## config.mk

```make
export PLATFORM = sky130hd
export DESIGN_NAME = swm_window_mem
export DESIGN_NICKNAME = d
export VERILOG_FILES = /design/src/rtl/swm_pkg.sv /design/src/rtl/swm_addr_gen.sv /design/src/rtl/swm_bank.sv /design/src/rtl/swm_rotate.sv /design/src/rtl/swm_halfbuf.sv /design/src/rtl/swm_window_mem.sv
export SDC_FILE = /design/constraint.sdc
export NUM_CORES = 2
export LEC_CHECK = 0
export BUFFER_PORTS_ARGS = -buffer_cell sky130_fd_sc_hd__buf_2
export CORE_MARGIN = 2
export CORE_UTILIZATION = 35
export CTS_CLUSTER_DIAMETER = 80
export DETAILED_ROUTE_END_ITERATION = 10
export PLACE_DENSITY = 0.61
export SETUP_SLACK_MARGIN = 0.02
export SYNTH_ARGS = -nofsm -noshare
export SYNTH_HDL_FRONTEND = slang
export SYNTH_SLANG_ARGS = --single-unit
export TNS_END_PERCENT = 1
```

## constraint.sdc

```tcl
create_clock -name clk -period 6.7 [get_ports clk]
set_input_delay 1.005 -clock clk [delete_from_list [all_inputs] [get_ports clk]]
set_output_delay 1.005 -clock clk [all_outputs]
set_load 0.005 [all_outputs]
```

## src/rtl/swm_pkg.sv

```systemverilog
package swm_pkg;
   typedef enum logic {
      SWM_ROW = 1'b0,
      SWM_COL = 1'b1
   } swm_dir_e;
endpackage

```

## src/rtl/swm_addr_gen.sv

```systemverilog
// Per-bank address for an NB-long run starting at (row_i, col_i).
// Run word k falls in bank (row+col+k) mod NB, so bank b serves word
// k = (b - phase) mod NB.
module swm_addr_gen
   import swm_pkg::*;
#(
   parameter int NB    = 4,
   parameter int WIN_W = 16,
   parameter int WIN_H = 16,
   localparam int LGN  = $clog2(NB),
   localparam int RW   = $clog2(WIN_H),
   localparam int CW   = $clog2(WIN_W),
   localparam int WPB  = WIN_W / NB,
   localparam int AW   = $clog2(WIN_H * WPB)
) (
   input  logic [RW-1:0]          row_i,
   input  logic [CW-1:0]          col_i,
   input  swm_dir_e               dir_i,
   output logic [LGN-1:0]         phase_o,
   output logic [NB-1:0][AW-1:0]  addr_o
);

   assign phase_o = row_i[LGN-1:0] + col_i[LGN-1:0];

   for (genvar b = 0; b < NB; b++) begin : g_bank
      logic [LGN-1:0] k;
      logic [RW-1:0]  ri;
      logic [CW-1:0]  ci;
      always_comb begin
         k  = LGN'(b) - phase_o;
         ri = (dir_i == SWM_COL) ? row_i + RW'(k) : row_i;
         ci = (dir_i == SWM_ROW) ? col_i + CW'(k) : col_i;
         addr_o[b] = AW'(ri) * AW'(WPB) + AW'(ci >> LGN);
      end
   end

endmodule

```

## src/rtl/swm_bank.sv

```systemverilog
// One single-port bank: a write takes the port, a read is registered.
module swm_bank #(
   parameter int DEPTH = 64,
   parameter int PW    = 8,
   localparam int AW   = $clog2(DEPTH)
) (
   input  logic          clk,
   input  logic          rst_n,
   input  logic          we_i,
   input  logic          re_i,
   input  logic [AW-1:0] waddr_i,
   input  logic [AW-1:0] raddr_i,
   input  logic [PW-1:0] wdata_i,
   output logic [PW-1:0] rdata_o
);

   logic [PW-1:0] mem [DEPTH];
   logic [AW-1:0] port_addr;

   assign port_addr = we_i ? waddr_i : raddr_i;

   always_ff @(posedge clk) begin
      if (we_i)      mem[port_addr] <= wdata_i;
      else if (re_i) rdata_o        <= mem[port_addr];
   end

   AST_WR_PRIORITY: assert property (@(posedge clk) disable iff (!rst_n)
      (we_i && re_i) |=> $stable(rdata_o));

endmodule

```

## src/rtl/swm_rotate.sv

```systemverilog
// Puts bank outputs back into run order: element k comes from bank (phase+k) mod NB.
module swm_rotate #(
   parameter int NB   = 4,
   parameter int PW   = 8,
   localparam int LGN = $clog2(NB)
) (
   input  logic [LGN-1:0]         phase_i,
   input  logic [NB-1:0][PW-1:0]  bank_i,
   output logic [NB-1:0][PW-1:0]  run_o
);

   for (genvar k = 0; k < NB; k++) begin : g_out
      logic [LGN-1:0] src;
      assign src      = phase_i + LGN'(k);
      assign run_o[k] = bank_i[src];
   end

endmodule

```

## src/rtl/swm_halfbuf.sv

```systemverilog
// Even/odd split of one run, presented over two cycles to a half-rate consumer.
module swm_halfbuf #(
   parameter int NB   = 4,
   parameter int PW   = 8,
   localparam int NH  = NB / 2
) (
   input  logic                   clk,
   input  logic                   rst_n,
   input  logic                   load_i,
   input  logic [NB-1:0][PW-1:0]  run_i,
   output logic                   valid_o,
   output logic                   odd_o,
   output logic [NH-1:0][PW-1:0]  data_o
);

   logic [NH-1:0][PW-1:0] even_q, odd_q;

   for (genvar m = 0; m < NH; m++) begin : g_split
      always_ff @(posedge clk) begin
         if (load_i) begin
            even_q[m] <= run_i[2*m];
            odd_q[m]  <= run_i[2*m+1];
         end
      end
   end

   always_ff @(posedge clk or negedge rst_n) begin
      if (!rst_n) begin
         valid_o <= 1'b0;
         odd_o   <= 1'b0;
      end else if (load_i) begin
         valid_o <= 1'b1;
         odd_o   <= 1'b0;
      end else if (valid_o && !odd_o) begin
         odd_o   <= 1'b1;
      end else begin
         valid_o <= 1'b0;
         odd_o   <= 1'b0;
      end
   end

   assign data_o = odd_o ? odd_q : even_q;

   AST_HALF_EVEN_FIRST: assert property (@(posedge clk) disable iff (!rst_n)
      load_i |=> (valid_o && !odd_o));
   AST_HALF_ODD_NEXT: assert property (@(posedge clk) disable iff (!rst_n)
      (valid_o && !odd_o && !load_i) |=> (valid_o && odd_o));
   AST_HALF_ENDS: assert property (@(posedge clk) disable iff (!rst_n)
      (valid_o && odd_o && !load_i) |=> !valid_o);
   AST_HALF_RESTART: assert property (@(posedge clk) disable iff (!rst_n)
      (valid_o && !odd_o && load_i) |=> !odd_o);

endmodule

```

## src/rtl/swm_window_mem.sv

```systemverilog
module swm_window_mem
   import swm_pkg::*;
#(
   parameter int NB    = 4,
   parameter int WIN_W = 16,
   parameter int WIN_H = 16,
   parameter int PIX_W = 8,
   localparam int LGN  = $clog2(NB),
   localparam int RW   = $clog2(WIN_H),
   localparam int CW   = $clog2(WIN_W),
   localparam int WPB  = WIN_W / NB,
   localparam int DEPTH = WIN_H * WPB,
   localparam int AW   = $clog2(DEPTH),
   localparam int NH   = NB / 2
) (
   input  logic                 clk,
   input  logic                 rst_n,
   input  logic                 wr_en,
   input  logic [RW-1:0]        wr_row,
   input  logic [CW-1:0]        wr_col,
   input  logic [PIX_W-1:0]     wr_pix,
   input  logic                 rd_req,
   input  logic [RW-1:0]        rd_row,
   input  logic [CW-1:0]        rd_col,
   input  logic                 rd_dir,
   output logic                 rd_ready,
   output logic                 rd_valid,
   output logic [NB*PIX_W-1:0]  rd_data,
   output logic                 half_valid,
   output logic                 half_odd,
   output logic [NH*PIX_W-1:0]  half_data
);

   // elaboration-time parameter checks
   if (NB < 2 || (NB & (NB - 1)) != 0) begin : g_bad_nb
      $error("NB must be a power of two and at least 2");
   end
   if (WIN_W % NB != 0) begin : g_bad_w
      $error("WIN_W must be a multiple of NB");
   end
   if (WIN_H < NB || WIN_W < NB) begin : g_bad_h
      $error("window must be at least NB pixels on each side");
   end

   logic                       rd_fire;
   logic [LGN-1:0]             wr_bank;
   logic [AW-1:0]              wr_addr;
   logic [LGN-1:0]             rd_phase, phase_q;
   logic [NB-1:0][AW-1:0]      rd_addr;
   logic [NB-1:0][PIX_W-1:0]   bank_q, run;
   logic [NH-1:0][PIX_W-1:0]   half_w;
   swm_dir_e                   dir;

   assign dir      = swm_dir_e'(rd_dir);
   assign rd_ready = !wr_en;          // every fetch needs all banks
   assign rd_fire  = rd_req && rd_ready;
   assign wr_bank  = wr_row[LGN-1:0] + wr_col[LGN-1:0];
   assign wr_addr  = AW'(wr_row) * AW'(WPB) + AW'(wr_col >> LGN);

   swm_addr_gen #(.NB(NB), .WIN_W(WIN_W), .WIN_H(WIN_H)) addr_i (
      .row_i   (rd_row),
      .col_i   (rd_col),
      .dir_i   (dir),
      .phase_o (rd_phase),
      .addr_o  (rd_addr)
   );

   for (genvar b = 0; b < NB; b++) begin : g_bank
      swm_bank #(.DEPTH(DEPTH), .PW(PIX_W)) bank_i (
         .clk     (clk),
         .rst_n   (rst_n),
         .we_i    (wr_en && (wr_bank == LGN'(b))),
         .re_i    (rd_req),
         .waddr_i (wr_addr),
         .raddr_i (rd_addr[b]),
         .wdata_i (wr_pix),
         .rdata_o (bank_q[b])
      );
   end

   always_ff @(posedge clk or negedge rst_n) begin
      if (!rst_n) begin
         rd_valid <= 1'b0;
         phase_q  <= '0;
      end else begin
         rd_valid <= rd_fire;
         if (rd_fire) phase_q <= rd_phase;
      end
   end

   swm_rotate #(.NB(NB), .PW(PIX_W)) rot_i (
      .phase_i (phase_q),
      .bank_i  (bank_q),
      .run_o   (run)
   );

   assign rd_data = run;

   swm_halfbuf #(.NB(NB), .PW(PIX_W)) half_i (
      .clk     (clk),
      .rst_n   (rst_n),
      .load_i  (rd_valid),
      .run_i   (run),
      .valid_o (half_valid),
      .odd_o   (half_odd),
      .data_o  (half_w)
   );

   assign half_data = half_w;

   AST_RD_LATENCY: assert property (@(posedge clk) disable iff (!rst_n)
      rd_fire |=> rd_valid);
   AST_RD_SINGLE: assert property (@(posedge clk) disable iff (!rst_n)
      !rd_fire |=> !rd_valid);
   AST_STALL_ON_WRITE: assert property (@(posedge clk) disable iff (!rst_n)
      (rd_req && wr_en) |=> !rd_valid);
   AST_REQ_IN_RANGE: assert property (@(posedge clk) disable iff (!rst_n)
      rd_req |-> ((dir == SWM_ROW) ? ({1'b0, rd_col} + (CW+1)'(NB) <= (CW+1)'(WIN_W))
                                   : ({1'b0, rd_row} + (RW+1)'(NB) <= (RW+1)'(WIN_H))));

endmodule

```

==> metrics.txt <==
status completed; Cell variety after synth 77; vias in the first global route 50.8k; row count about 180; wire per inst roughly 28 um; largest net degree at the start of global routing 189; CTS tree built; setup violators final 0; DR pass1 iterations 6; count leader, synth edfxtp_1; H-tree depth 4; Worst Clk Skew 38.7 ps; TritonCTS Buffers 205; top_reg_cell synth edfxtp_1; required time of the critical path just over 7000 ps; Post-synth EDFFs between 2k and 2.5k; Worst EP arrival between 5000 and 6000 ps; PD cells 308 nW/um^2; Clock Root Buffer clkbuf_16; Final Critical Period 5400 ps; Tot Pwr between 20 and 30 mW; 1st-iter DRT viols around 7.6k; Initial Utilization 0.352; worst-case hold slack around 680 ps; final WL around 250 mm; Sum Neg Setup Slack 0 ps; Die H roughly 490 um; startpoint types input pin; leading area contributor after synthesis edfxtp_1; fin nets just under 6k; Clock transition at path regs ~60 ps; CP max FO 21; crit path capture type register; ys async rst share 0.00236; unrepaired setup endpoints after global routing no; Via density between 5 and 6; Mapped Avg Cell Area 15.0 sq um; Max Freq approximately 190 MHz; die area 244000 sq um; final hold violation count 0; HPWL after detailed placement between 150 and 200 mm; Final GP Congestion roughly 0.92; Synthesized Nets roughly 5.7k; Tightest Pin Transition approximately 1300 ps; sequential cell area ~64000 sq um; hold crit path type in2async; Slew Limit Fails 0; Clock Tree Buf Depth 3; Peak VDD IR between 0.2 and 0.3 mV; clock sinks 2117; FF+latch count, synth around 2.1k; crit share post-route 0.806; area of the multi-input gates roughly 19000 sq um; I/O Buffers 80; Crit Path Category in2reg; Tot GR Track Use 0.203; layout cells sized above 1 0.132; global-route wire length before repair approximately 370 mm; sequential share of the synthesized area 0.757; die width a little under 500 um; Ys Warns 0; post-route ant nets 0; Max Cap Viol 0; Rel. slew slack 0.101; DRC viols 0; gate count of the mapped netlist between 5k and 6k; latest clock arrival within the worst-skew pair between 800 and 900 ps; Synth top area share 0.756; P&R area growth vs syn 14.4%; Core Util, Final 0.403; via count 53.1k; gr ovfl total 0; Post-synth top cells 2112 x edfxtp_1, 986 x nand2_1, 338 x nand3_1, 316 x nor2_1, 236 x a22oi_1; FILL cells ~21k; IO Pins slightly above 80; Mapped Area about 84000 sq um; Pleak roughly 30 nW; CORE AREA roughly 240000 sq um; top post-synthesis cells by area edfxtp_1 76%, nand2_1 4.4%, a22oi_1 2.1%, nand3_1 2.0%, a222oi_1 1.6%; initial antenna violation count 18
## area by class of cell
type	count	share of cell area
clock buffer	256	0.0561
tap	3167	0.0413
clock inverter	117	0.0117
antenna	13	0.000339
timing repair buffer	331	0.0279
multi-input combinational	3136	0.200
inverter	13	0.000508
sequential	2117	0.662
## per-stage QoR
| step | std cells | area [sq um] | setup WS [ps] |
|---|---|---|---|
| 2_1_floorplan | 5612 | 83900 | 1580 |
| 3_3_place_gp | 8763 | 89500 | 497 |
| 3_5_place_dp | 8763 | 89500 | 503 |
| 4_1_cts | 9137 | 96000 | 1430 |
| 5_1_grt | 9145 | 96000 | 1110 |
| 6_report | 9150 | 96000 | 1300 |
## state kept, by name, indices dropped and copies added (netlist names)
register and cells:
rd_valid 1, half_i.even_q 16, g_bank.bank_i.rdata_o 32, phase_q 2
half_i.valid_o 1, half_i.odd_q 16, half_i.odd_o 1, g_bank.bank_i.mem 2048
## worst max-delay path, stage by stage
cell and delay [ps]:
buf_2 170, ha_1 280, inv_1 140, fa_1 530, inv_1 100, ha_1 290, nand2b_1 150, a21oi_1 370
xor2_2 530, buf_4 320, o21ai_4 260, buf_12 270, a222oi_1 270, a31oi_1 220, nor4_1 850, nand3_1 170
## path summary, 6_finish.rpt
kind	start	endpoint	slack [ps]	cells after the start
max in group asynchronous	rst_n	phase_q[0]$_DFFE_PN0P_	5850	2
hold reg to reg	g_bank[0].bank_i.mem[6][4]$_DFFE_PP_	g_bank[0].bank_i.rdata_o[4]$_DFFE_PP_	710	4
min in group clk	g_bank[0].bank_i.mem[6][4]$_DFFE_PP_	g_bank[0].bank_i.rdata_o[4]$_DFFE_PP_	710	4
hold / removal	rst_n	rd_valid$_DFF_PN0_	680	2
setup / recovery	rd_col[0]	g_bank[3].bank_i.rdata_o[3]$_DFFE_PP_	1300	16
setup reg to reg	g_bank[1].bank_i.mem[48][1]$_DFFE_PP_	g_bank[1].bank_i.rdata_o[1]$_DFFE_PP_	3940	6
## placed cells by master (no fill, tap or decap), drive strengths merged, types with 17 or more instances in the layout
| cell type | n |
|---|---|
| a21oi | 86 |
| a221oi | 69 |
| a222oi | 136 |
| a22o | 50 |
| a22oi | 236 |
| a31oi | 200 |
| a32oi | 26 |
| and3 | 29 |
| buf | 322 |
| clkbuf | 264 |
| clkinv | 90 |
| edfxtp | 2112 |
| inv | 22 |
| mux2 | 74 |
| mux2i | 109 |
| mux4 | 46 |
| nand2 | 986 |
| nand2b | 18 |
| nand3 | 339 |
| nand4 | 86 |
| nor2 | 317 |
| nor3 | 35 |
| nor4 | 21 |
| o21ai | 67 |
| o22ai | 17 |
## where the power goes
part / switching [mW] / internal [mW] / total [mW]
sequential: 0.223 / 14.8 / 15.0
combinational: 2.28 / 1.04 / 3.31
clock: 5.04 / 6.29 / 11.3
## timing repair
item,CTS,global route
hold buffers,1,0
resized for setup,0,0
hold endpoints to repair,5,0
setup buffers,0,0
## per-layer routing
layer	wire length [um]	track usage	up-vias
li1	-	-	22500
met1	99500	0.271	27000
met2	118000	0.318	2988
met3	23700	0.0383	542
met4	13100	0.100	8
met5	68	0	-
## cell families after synthesis
group           synth area share
fa+ha+maj                0.00236
xor+xnor                 0.00203
buf+inv                   0.0175
mux                       0.0353
flops                      0.757
compound gates            0.0873
simple gates              0.0982
Note: power is estimated with default switching activity, not from simulation.
